### config.mk
export PLATFORM = sky130hd
export DESIGN_NAME = oge_equalizer
export DESIGN_NICKNAME = d
export VERILOG_FILES = /design/src/rtl/oge_pkg.sv /design/src/rtl/oge_window_acc.sv /design/src/rtl/oge_gain_solver.sv /design/src/rtl/oge_correct_pipe.sv /design/src/rtl/oge_equalizer.sv
export SDC_FILE = /design/constraint.sdc
export NUM_CORES = 2
export LEC_CHECK = 0
export CAP_MARGIN = 20
export CORE_MARGIN = 5
export CORE_UTILIZATION = 30
export CTS_BUF_LIST = sky130_fd_sc_hd__clkbuf_4 sky130_fd_sc_hd__clkbuf_8
export CTS_CLUSTER_DIAMETER = 80
export CTS_CLUSTER_SIZE = 12
export DETAILED_ROUTE_END_ITERATION = 8
export DONT_BUFFER_PORTS = 1
export PLACE_DENSITY = 0.55
export SLEW_MARGIN = 5
export SYNTH_ARGS = -nofsm -noshare
export SYNTH_HDL_FRONTEND = slang
export SYNTH_SLANG_ARGS = --single-unit
### constraint.sdc
create_clock -name clk -period 13.64 [get_ports clk]
set_input_delay 2.728 -clock clk [delete_from_list [all_inputs] [get_ports clk]]
set_output_delay 2.728 -clock clk [all_outputs]
set_load 0.02 [all_outputs]
### src/rtl/oge_pkg.sv
package oge_pkg;
  localparam int GAIN_W    = 16;
  localparam int GAIN_FRAC = 14;
  localparam int QUO_W     = 2 * GAIN_W;
  localparam logic [GAIN_W-1:0] GAIN_ONE = 16'h4000;
  localparam logic [GAIN_W-1:0] GAIN_MAX = 16'hFFFF;

  typedef enum logic [2:0] {
    SV_IDLE,
    SV_PREP,
    SV_DIV,
    SV_ROOT,
    SV_WRITE
  } solve_state_e;
endpackage

### src/rtl/oge_window_acc.sv
module oge_window_acc #(
  parameter int NCH   = 4,
  parameter int DW    = 12,
  parameter int LOG2N = 10,
  localparam int CW   = (NCH > 1) ? $clog2(NCH) : 1,
  localparam int SW   = DW + LOG2N,
  localparam int PW   = 2 * (DW + 1) + LOG2N
) (
  input  logic                 clk,
  input  logic                 rst,
  input  logic                 in_valid,
  input  logic [CW-1:0]        in_chan,
  input  logic signed [DW-1:0] in_data,
  output logic [NCH*DW-1:0]    off_flat,
  output logic [NCH*PW-1:0]    pw_flat,
  output logic                 round_done
);
  logic [NCH-1:0] close_v;

  for (genvar c = 0; c < NCH; c++) begin : g_lane
    logic signed [SW-1:0]     sum_q;
    logic [PW-1:0]            sq_q;
    logic [LOG2N-1:0]         cnt_q;
    logic signed [DW-1:0]     off_q;
    logic [PW-1:0]            pw_q;
    logic                     hit;
    logic signed [DW:0]       dev;
    logic signed [2*DW+1:0]   dev_sq;
    logic signed [SW-1:0]     sum_nx;
    logic [PW-1:0]            sq_nx;

    assign hit    = in_valid && (in_chan == CW'(c));
    assign dev    = {in_data[DW-1], in_data} - {off_q[DW-1], off_q};
    assign dev_sq = dev * dev;
    assign sum_nx = sum_q + SW'(in_data);
    assign sq_nx  = sq_q + PW'($unsigned(dev_sq));
    assign close_v[c] = hit && (cnt_q == '1);

    always_ff @(posedge clk) begin
      if (rst) begin
        sum_q <= '0;
        sq_q  <= '0;
        cnt_q <= '0;
        off_q <= '0;
        pw_q  <= '0;
      end else if (hit) begin
        cnt_q <= cnt_q + 1'b1;
        if (close_v[c]) begin
          off_q <= DW'(sum_nx >>> LOG2N);
          pw_q  <= sq_nx;
          sum_q <= '0;
          sq_q  <= '0;
        end else begin
          sum_q <= sum_nx;
          sq_q  <= sq_nx;
        end
      end
    end

    assign off_flat[c*DW +: DW] = off_q;
    assign pw_flat[c*PW +: PW]  = pw_q;
  end

  always_ff @(posedge clk) begin
    if (rst) round_done <= 1'b0;
    else     round_done <= close_v[NCH-1];
  end
endmodule

### src/rtl/oge_gain_solver.sv
module oge_gain_solver
  import oge_pkg::*;
#(
  parameter int NCH = 4,
  parameter int PW  = 36,
  localparam int CW = (NCH > 1) ? $clog2(NCH) : 1,
  localparam int RW = PW + 4
) (
  input  logic                    clk,
  input  logic                    rst,
  input  logic                    start,
  input  logic [NCH*PW-1:0]       pw_flat,
  output logic [NCH*GAIN_W-1:0]   gain_flat
);
  solve_state_e        st_q;
  logic [NCH*PW-1:0]   snap_q;
  logic [CW-1:0]       idx_q;
  logic [RW-1:0]       rem_q;
  logic [RW-1:0]       dvs_q;
  logic [QUO_W-1:0]    quo_q;
  logic [4:0]          step_q;
  logic [GAIN_W-1:0]   root_q;
  logic [3:0]          rbit_q;
  logic [GAIN_W-1:0]   gain_q [NCH];

  logic [PW-1:0]       p_ref;
  logic [PW-1:0]       p_cur;
  logic [GAIN_W-1:0]   trial;
  logic [QUO_W-1:0]    trial_sq;

  assign p_ref    = snap_q[PW-1:0];
  assign p_cur    = snap_q[idx_q*PW +: PW];
  assign trial    = root_q | (GAIN_W'(1) << rbit_q);
  assign trial_sq = QUO_W'(trial) * QUO_W'(trial);

  always_ff @(posedge clk) begin
    if (rst) begin
      st_q   <= SV_IDLE;
      snap_q <= '0;
      idx_q  <= '0;
      rem_q  <= '0;
      dvs_q  <= '0;
      quo_q  <= '0;
      step_q <= '0;
      root_q <= '0;
      rbit_q <= '0;
      for (int c = 0; c < NCH; c++) gain_q[c] <= GAIN_ONE;
    end else begin
      case (st_q)
        SV_IDLE: begin
          if (start) begin
            snap_q <= pw_flat;
            idx_q  <= CW'(1);
            st_q   <= SV_PREP;
          end
        end
        SV_PREP: begin
          if (p_cur == '0) begin
            root_q <= GAIN_ONE;
            st_q   <= SV_WRITE;
          end else if ({4'b0, p_ref} >= {p_cur, 4'b0}) begin
            root_q <= GAIN_MAX;
            st_q   <= SV_WRITE;
          end else begin
            rem_q  <= RW'(p_ref);
            dvs_q  <= {1'b0, p_cur, 3'b000};
            quo_q  <= '0;
            step_q <= 5'd31;
            st_q   <= SV_DIV;
          end
        end
        SV_DIV: begin
          if (rem_q >= dvs_q) begin
            rem_q         <= (rem_q - dvs_q) << 1;
            quo_q[step_q] <= 1'b1;
          end else begin
            rem_q <= rem_q << 1;
          end
          if (step_q == 5'd0) begin
            root_q <= '0;
            rbit_q <= 4'd15;
            st_q   <= SV_ROOT;
          end else begin
            step_q <= step_q - 1'b1;
          end
        end
        SV_ROOT: begin
          if (trial_sq <= quo_q) root_q <= trial;
          if (rbit_q == 4'd0) st_q <= SV_WRITE;
          else                rbit_q <= rbit_q - 1'b1;
        end
        SV_WRITE: begin
          gain_q[idx_q] <= root_q;
          if (idx_q == CW'(NCH - 1)) begin
            st_q <= SV_IDLE;
          end else begin
            idx_q <= idx_q + 1'b1;
            st_q  <= SV_PREP;
          end
        end
        default: st_q <= SV_IDLE;
      endcase
    end
  end

  for (genvar c = 0; c < NCH; c++) begin : g_out
    assign gain_flat[c*GAIN_W +: GAIN_W] = gain_q[c];
  end
endmodule

### src/rtl/oge_correct_pipe.sv
module oge_correct_pipe
  import oge_pkg::*;
#(
  parameter int NCH  = 4,
  parameter int DW   = 12,
  localparam int CW  = (NCH > 1) ? $clog2(NCH) : 1,
  localparam int PRW = DW + GAIN_W + 2
) (
  input  logic                    clk,
  input  logic                    rst,
  input  logic                    in_valid,
  input  logic [CW-1:0]           in_chan,
  input  logic signed [DW-1:0]    in_data,
  input  logic [NCH*DW-1:0]       off_flat,
  input  logic [NCH*GAIN_W-1:0]   gain_flat,
  output logic                    out_valid,
  output logic [CW-1:0]           out_chan,
  output logic signed [DW-1:0]    out_data
);
  logic                  v1, v2;
  logic [CW-1:0]         c1, c2;
  logic signed [DW:0]    d1;
  logic signed [PRW-1:0] p2;
  logic signed [DW-1:0]  off_sel;
  logic [GAIN_W-1:0]     g_sel;
  logic signed [PRW-1:0] scaled;
  logic signed [DW-1:0]  y_nx;

  assign off_sel = off_flat[in_chan*DW +: DW];
  assign g_sel   = gain_flat[c1*GAIN_W +: GAIN_W];
  assign scaled  = p2 >>> GAIN_FRAC;

  always_comb begin
    if ((scaled[PRW-1:DW-1] == '0) || (scaled[PRW-1:DW-1] == '1))
      y_nx = scaled[DW-1:0];
    else if (scaled[PRW-1])
      y_nx = {1'b1, {(DW-1){1'b0}}};
    else
      y_nx = {1'b0, {(DW-1){1'b1}}};
  end

  always_ff @(posedge clk) begin
    if (rst) begin
      v1        <= 1'b0;
      v2        <= 1'b0;
      out_valid <= 1'b0;
      c1        <= '0;
      c2        <= '0;
      out_chan  <= '0;
      d1        <= '0;
      p2        <= '0;
      out_data  <= '0;
    end else begin
      v1        <= in_valid;
      c1        <= in_chan;
      d1        <= {in_data[DW-1], in_data} - {off_sel[DW-1], off_sel};
      v2        <= v1;
      c2        <= c1;
      p2        <= d1 * $signed({1'b0, g_sel});
      out_valid <= v2;
      out_chan  <= c2;
      out_data  <= y_nx;
    end
  end
endmodule

### src/rtl/oge_equalizer.sv
module oge_equalizer
  import oge_pkg::*;
#(
  parameter int NCH   = 4,
  parameter int DW    = 12,
  parameter int LOG2N = 10,
  localparam int CW   = (NCH > 1) ? $clog2(NCH) : 1,
  localparam int PW   = 2 * (DW + 1) + LOG2N
) (
  input  logic                    clk,
  input  logic                    rst,
  input  logic                    in_valid,
  input  logic [CW-1:0]           in_chan,
  input  logic signed [DW-1:0]    in_data,
  output logic                    out_valid,
  output logic [CW-1:0]           out_chan,
  output logic signed [DW-1:0]    out_data,
  output logic [NCH*DW-1:0]       est_offset,
  output logic [NCH*GAIN_W-1:0]   est_gain
);
  logic [NCH*DW-1:0]     off_flat;
  logic [NCH*PW-1:0]     pw_flat;
  logic                  round_done;
  logic [NCH*GAIN_W-1:0] gain_flat;

  oge_window_acc #(.NCH(NCH), .DW(DW), .LOG2N(LOG2N)) u_acc (
    .clk        (clk),
    .rst        (rst),
    .in_valid   (in_valid),
    .in_chan    (in_chan),
    .in_data    (in_data),
    .off_flat   (off_flat),
    .pw_flat    (pw_flat),
    .round_done (round_done)
  );

  oge_gain_solver #(.NCH(NCH), .PW(PW)) u_solver (
    .clk       (clk),
    .rst       (rst),
    .start     (round_done),
    .pw_flat   (pw_flat),
    .gain_flat (gain_flat)
  );

  oge_correct_pipe #(.NCH(NCH), .DW(DW)) u_pipe (
    .clk       (clk),
    .rst       (rst),
    .in_valid  (in_valid),
    .in_chan   (in_chan),
    .in_data   (in_data),
    .off_flat  (off_flat),
    .gain_flat (gain_flat),
    .out_valid (out_valid),
    .out_chan  (out_chan),
    .out_data  (out_data)
  );

  assign est_offset = off_flat;
  assign est_gain   = gain_flat;
endmodule

==> reports/qor.csv <==
stage,metric,value,unit
outcome,status,"finished, final reports clean",
routing,num_vias,65740,
floorplan,placementRows,193,
setup_path,cp_max_fo,14,
timing,fin_crit_sh,0.8961,
synthesis,yosysTopAreaCell,fa_1,
cts,cts_sinks,861,
grt,grt_pass1_vias,67220,
routing,via_per_inst,4.976,
grt,grt_remaining_overflow,0,
timing,max_freq,81.81,MHz
setup_path,cp.required,14.33,ns
synthesis,yosysSeqAreaShare,0.2153,
synthesis,avgSynthCellArea,8.623,um2
grt,grt_antenna_before_repair,13,
run,drv_cap,0,
cts,clk_pin_slew_worst_paths,0.09,ns
setup_path,slowest_delay,0.66,ns
synthesis,synth_edf_count,64,
synthesis,syn_inst,9631,
routing,finalWirelength,242500,um
worst_hold_path,hold_class,reg2reg,
cts,ctsResizeCount,0,
timing,period_minus_slack,12.22,ns
routing,drt_iter0_drc,4718,
timing,finalClockSkew,0.09711,ns
cts,numCtsBuffers,88,
cts,htree_num_levels,3,
timing,rsz0062_at_grt,no,
setup_path,critPathArrivalTime,12.91,ns
cts,cts_max_path_buffers,3,
grt,grt_max_degree,729,
final_layout,drive_above_1_share,0.04283,
routing,post_drt_wl_per_cell,18.36,um
floorplan,core_area,276000,um2
timing,hold_viol,0,
setup_path,cpLargestDelayFamily,compound AO/OA/AOI/OAI gates,
floorplan,die_area,287400,um2
routing,drc,0,
floorplan,pin_count,144,
grt,track_usage,0.1668,
timing,slew_violations,0,
placement,dp_hpwl,186700,um
synthesis,ys_warn_count,0,
cts,ctsHoldBuffers,0,
placement,place_ws,0.6241,ns
synthesis,synthTopCellsByArea,"fa_1 21%, dfxtp_1 19%, ha_1 13%",
synthesis,ys.flop_type,dfxtp_1,
floorplan,start_util,0.3009,
synthesis,yosys_register_bits,861,
synthesis,yosys.cell_types.count,101,
final_layout,syn_to_final_growth,7.002,%
setup_path,crit_buf_inv,6,
synthesis,async_flop_share,0,
setup_path,slowest_stage,o41ai_1,
floorplan,die_x,536.1,um
timing,slew_headroom,0.2083,
cts,cts_root_buffer,clkbuf_8,
placement,port_buffers,0,
final_layout,mostFrequentLayoutCell,inv_1,
grt,grt_pass1_wl,383300,um
final_layout,nets,11230,
placement,gp_congestion,0.8911,
synthesis,synth_top_area_frac,0.2131,
cts,clock_latency,0.87,ns
timing,tightest_slew,1.188,ns
setup_path,path_class,in2reg,
routing,ant_nets,0,
floorplan,die_h,536.1,um
timing,setup_violations,0,
final_layout,final_cell_mix,"1,366 x inv_1, 1,286 x nand2_1, 884 x fa_1, 858 x ha_1, 795 x dfxtp_1",
timing,tns,0,ns
timing,setup_slack,1.417,ns
synthesis,synth_area,83040,um2
cts,cts_tree,done,
setup_path,worstSetupStartpointType,input pin,
setup_path,setup.worst_path.end_class,flip-flop,
cts,post-cts-setup-buffers,0,
routing,drt-pass1-iter-count,6,
worst min-delay path: cells and delay by family (launching register included):
family / cells / cell delay [ns]
AOI/OAI and AO/OA: 1 / 0.05
DFF: 1 / 0.32
and+or+nand+nor: 1 / 0.06
worst paths after layout:
| path | start | slack [ns] | cells after the start | end |
|---|---|---|---|---|
| max | in_data[0] | 1.42 | 40 | u_acc.g_lane[0].pw_q[30]$_SDFFE_PP0P_ |
| min reg2reg | u_acc.g_lane[3].pw_q[19]$_SDFFE_PP0P_ | 0.42 | 2 | u_solver.snap_q[127]$_SDFFE_PP0P_ |
| max reg2reg | u_acc.g_lane[2].off_q[1]$_SDFFE_PP0P_ | 2.58 | 39 | u_acc.g_lane[2].pw_q[30]$_SDFFE_PP0P_ |
| min | u_acc.g_lane[3].pw_q[19]$_SDFFE_PP0P_ | 0.42 | 2 | u_solver.snap_q[127]$_SDFFE_PP0P_ |
Yosys cell counts (10+ instances only):
master	n
a211o_1	19
a211oi_1	70
a21boi_0	25
a21o_1	183
a21oi_1	783
a22oi_1	127
a311oi_1	19
a31o_2	18
a31oi_1	52
a41o_1	10
and2_1	149
and3_1	67
buf_1	19
buf_2	25
clkbuf_1	322
clkinv_1	14
dfxtp_1	797
edfxtp_1	64
fa_1	884
ha_1	858
inv_1	1367
mux2i_1	14
mux4_2	64
nand2_1	1287
nand2b_1	105
nand3_1	154
nand4_1	44
nor2_1	767
nor2b_1	71
nor3_1	98
nor3b_1	14
nor4_1	17
o211a_1	17
o211ai_1	39
o21a_1	46
o21ai_0	227
o21bai_1	45
o221ai_1	22
o31ai_1	14
o41ai_1	14
or2_2	23
or3_1	44
or4_1	14
xnor2_1	300
xor2_1	165
area by class of cell:
type                            instances  area (um2)
Multi-Input combinational cell       7019       58660
Timing Repair Buffer                  117       938.4
Clock inverter                         20       206.4
Fill cell                           28800      187200
Tap cell                             3705        4636
Antenna cell                            5       12.51
Inverter                             1383        5191
Sequential cell                       861       17880
Clock buffer                          102        1335
registers in the layout, summed over array words and instances, names as in the netlist, 3 cells and up:
register and cells:
u_solver.rem_q 40, u_solver.snap_q 144, u_solver.st_q 3, u_solver.root_q 16, u_acc.g_lane.sq_q 144, u_solver.gain_q 64, u_acc.g_lane.cnt_q 40, u_pipe.p2 16
u_solver.dvs_q 36, u_acc.g_lane.sum_q 88, u_acc.g_lane.off_q 48, u_pipe.out_data 12, u_solver.quo_q 32, u_acc.g_lane.pw_q 144, u_solver.step_q 5, u_pipe.d1 13
u_solver.rbit_q 4
cell families after synthesis:
group / synth area share
AOI/OAI and AO/OA: 0.1391
xor gates and xnor gates: 0.04904
adders and majority gates: 0.3424
buffers and inverters: 0.08007
DFF: 0.2153
muxes: 0.01959
other: 0.00004516
and+or+nand+nor: 0.1545
metrics by stage:
stage | util | std cells | area (um2) | hold WS, ns
6_report | 0.3219 | 13210 | 88860 | 0.4221
5_1_grt | 0.3219 | 13210 | 88850 | 0.4570
4_1_cts | 0.3216 | 13200 | 88760 | 0.4359
3_5_place_dp | 0.3160 | 13080 | 87220 | 0.4317
3_3_place_gp | 0.3160 | 13080 | 87220 | 0.4213
2_1_floorplan | - | 9634 | 83050 | 0.4138
metal layers:
layer | part of all wire | GRT usage | routed length (um)
met2 | 0.46 | 0.2762 | 111500
met3 | 0.060 | 0.02460 | 14460
met4 | 0.032 | 0.05014 | 7671
met5 | 0 | 0 | 0
met1 | 0.45 | 0.2249 | 108900
Power is left out: the tool's default activity adds up to more than one toggle a clock period on the data nets, which glitch-free logic cannot reach.
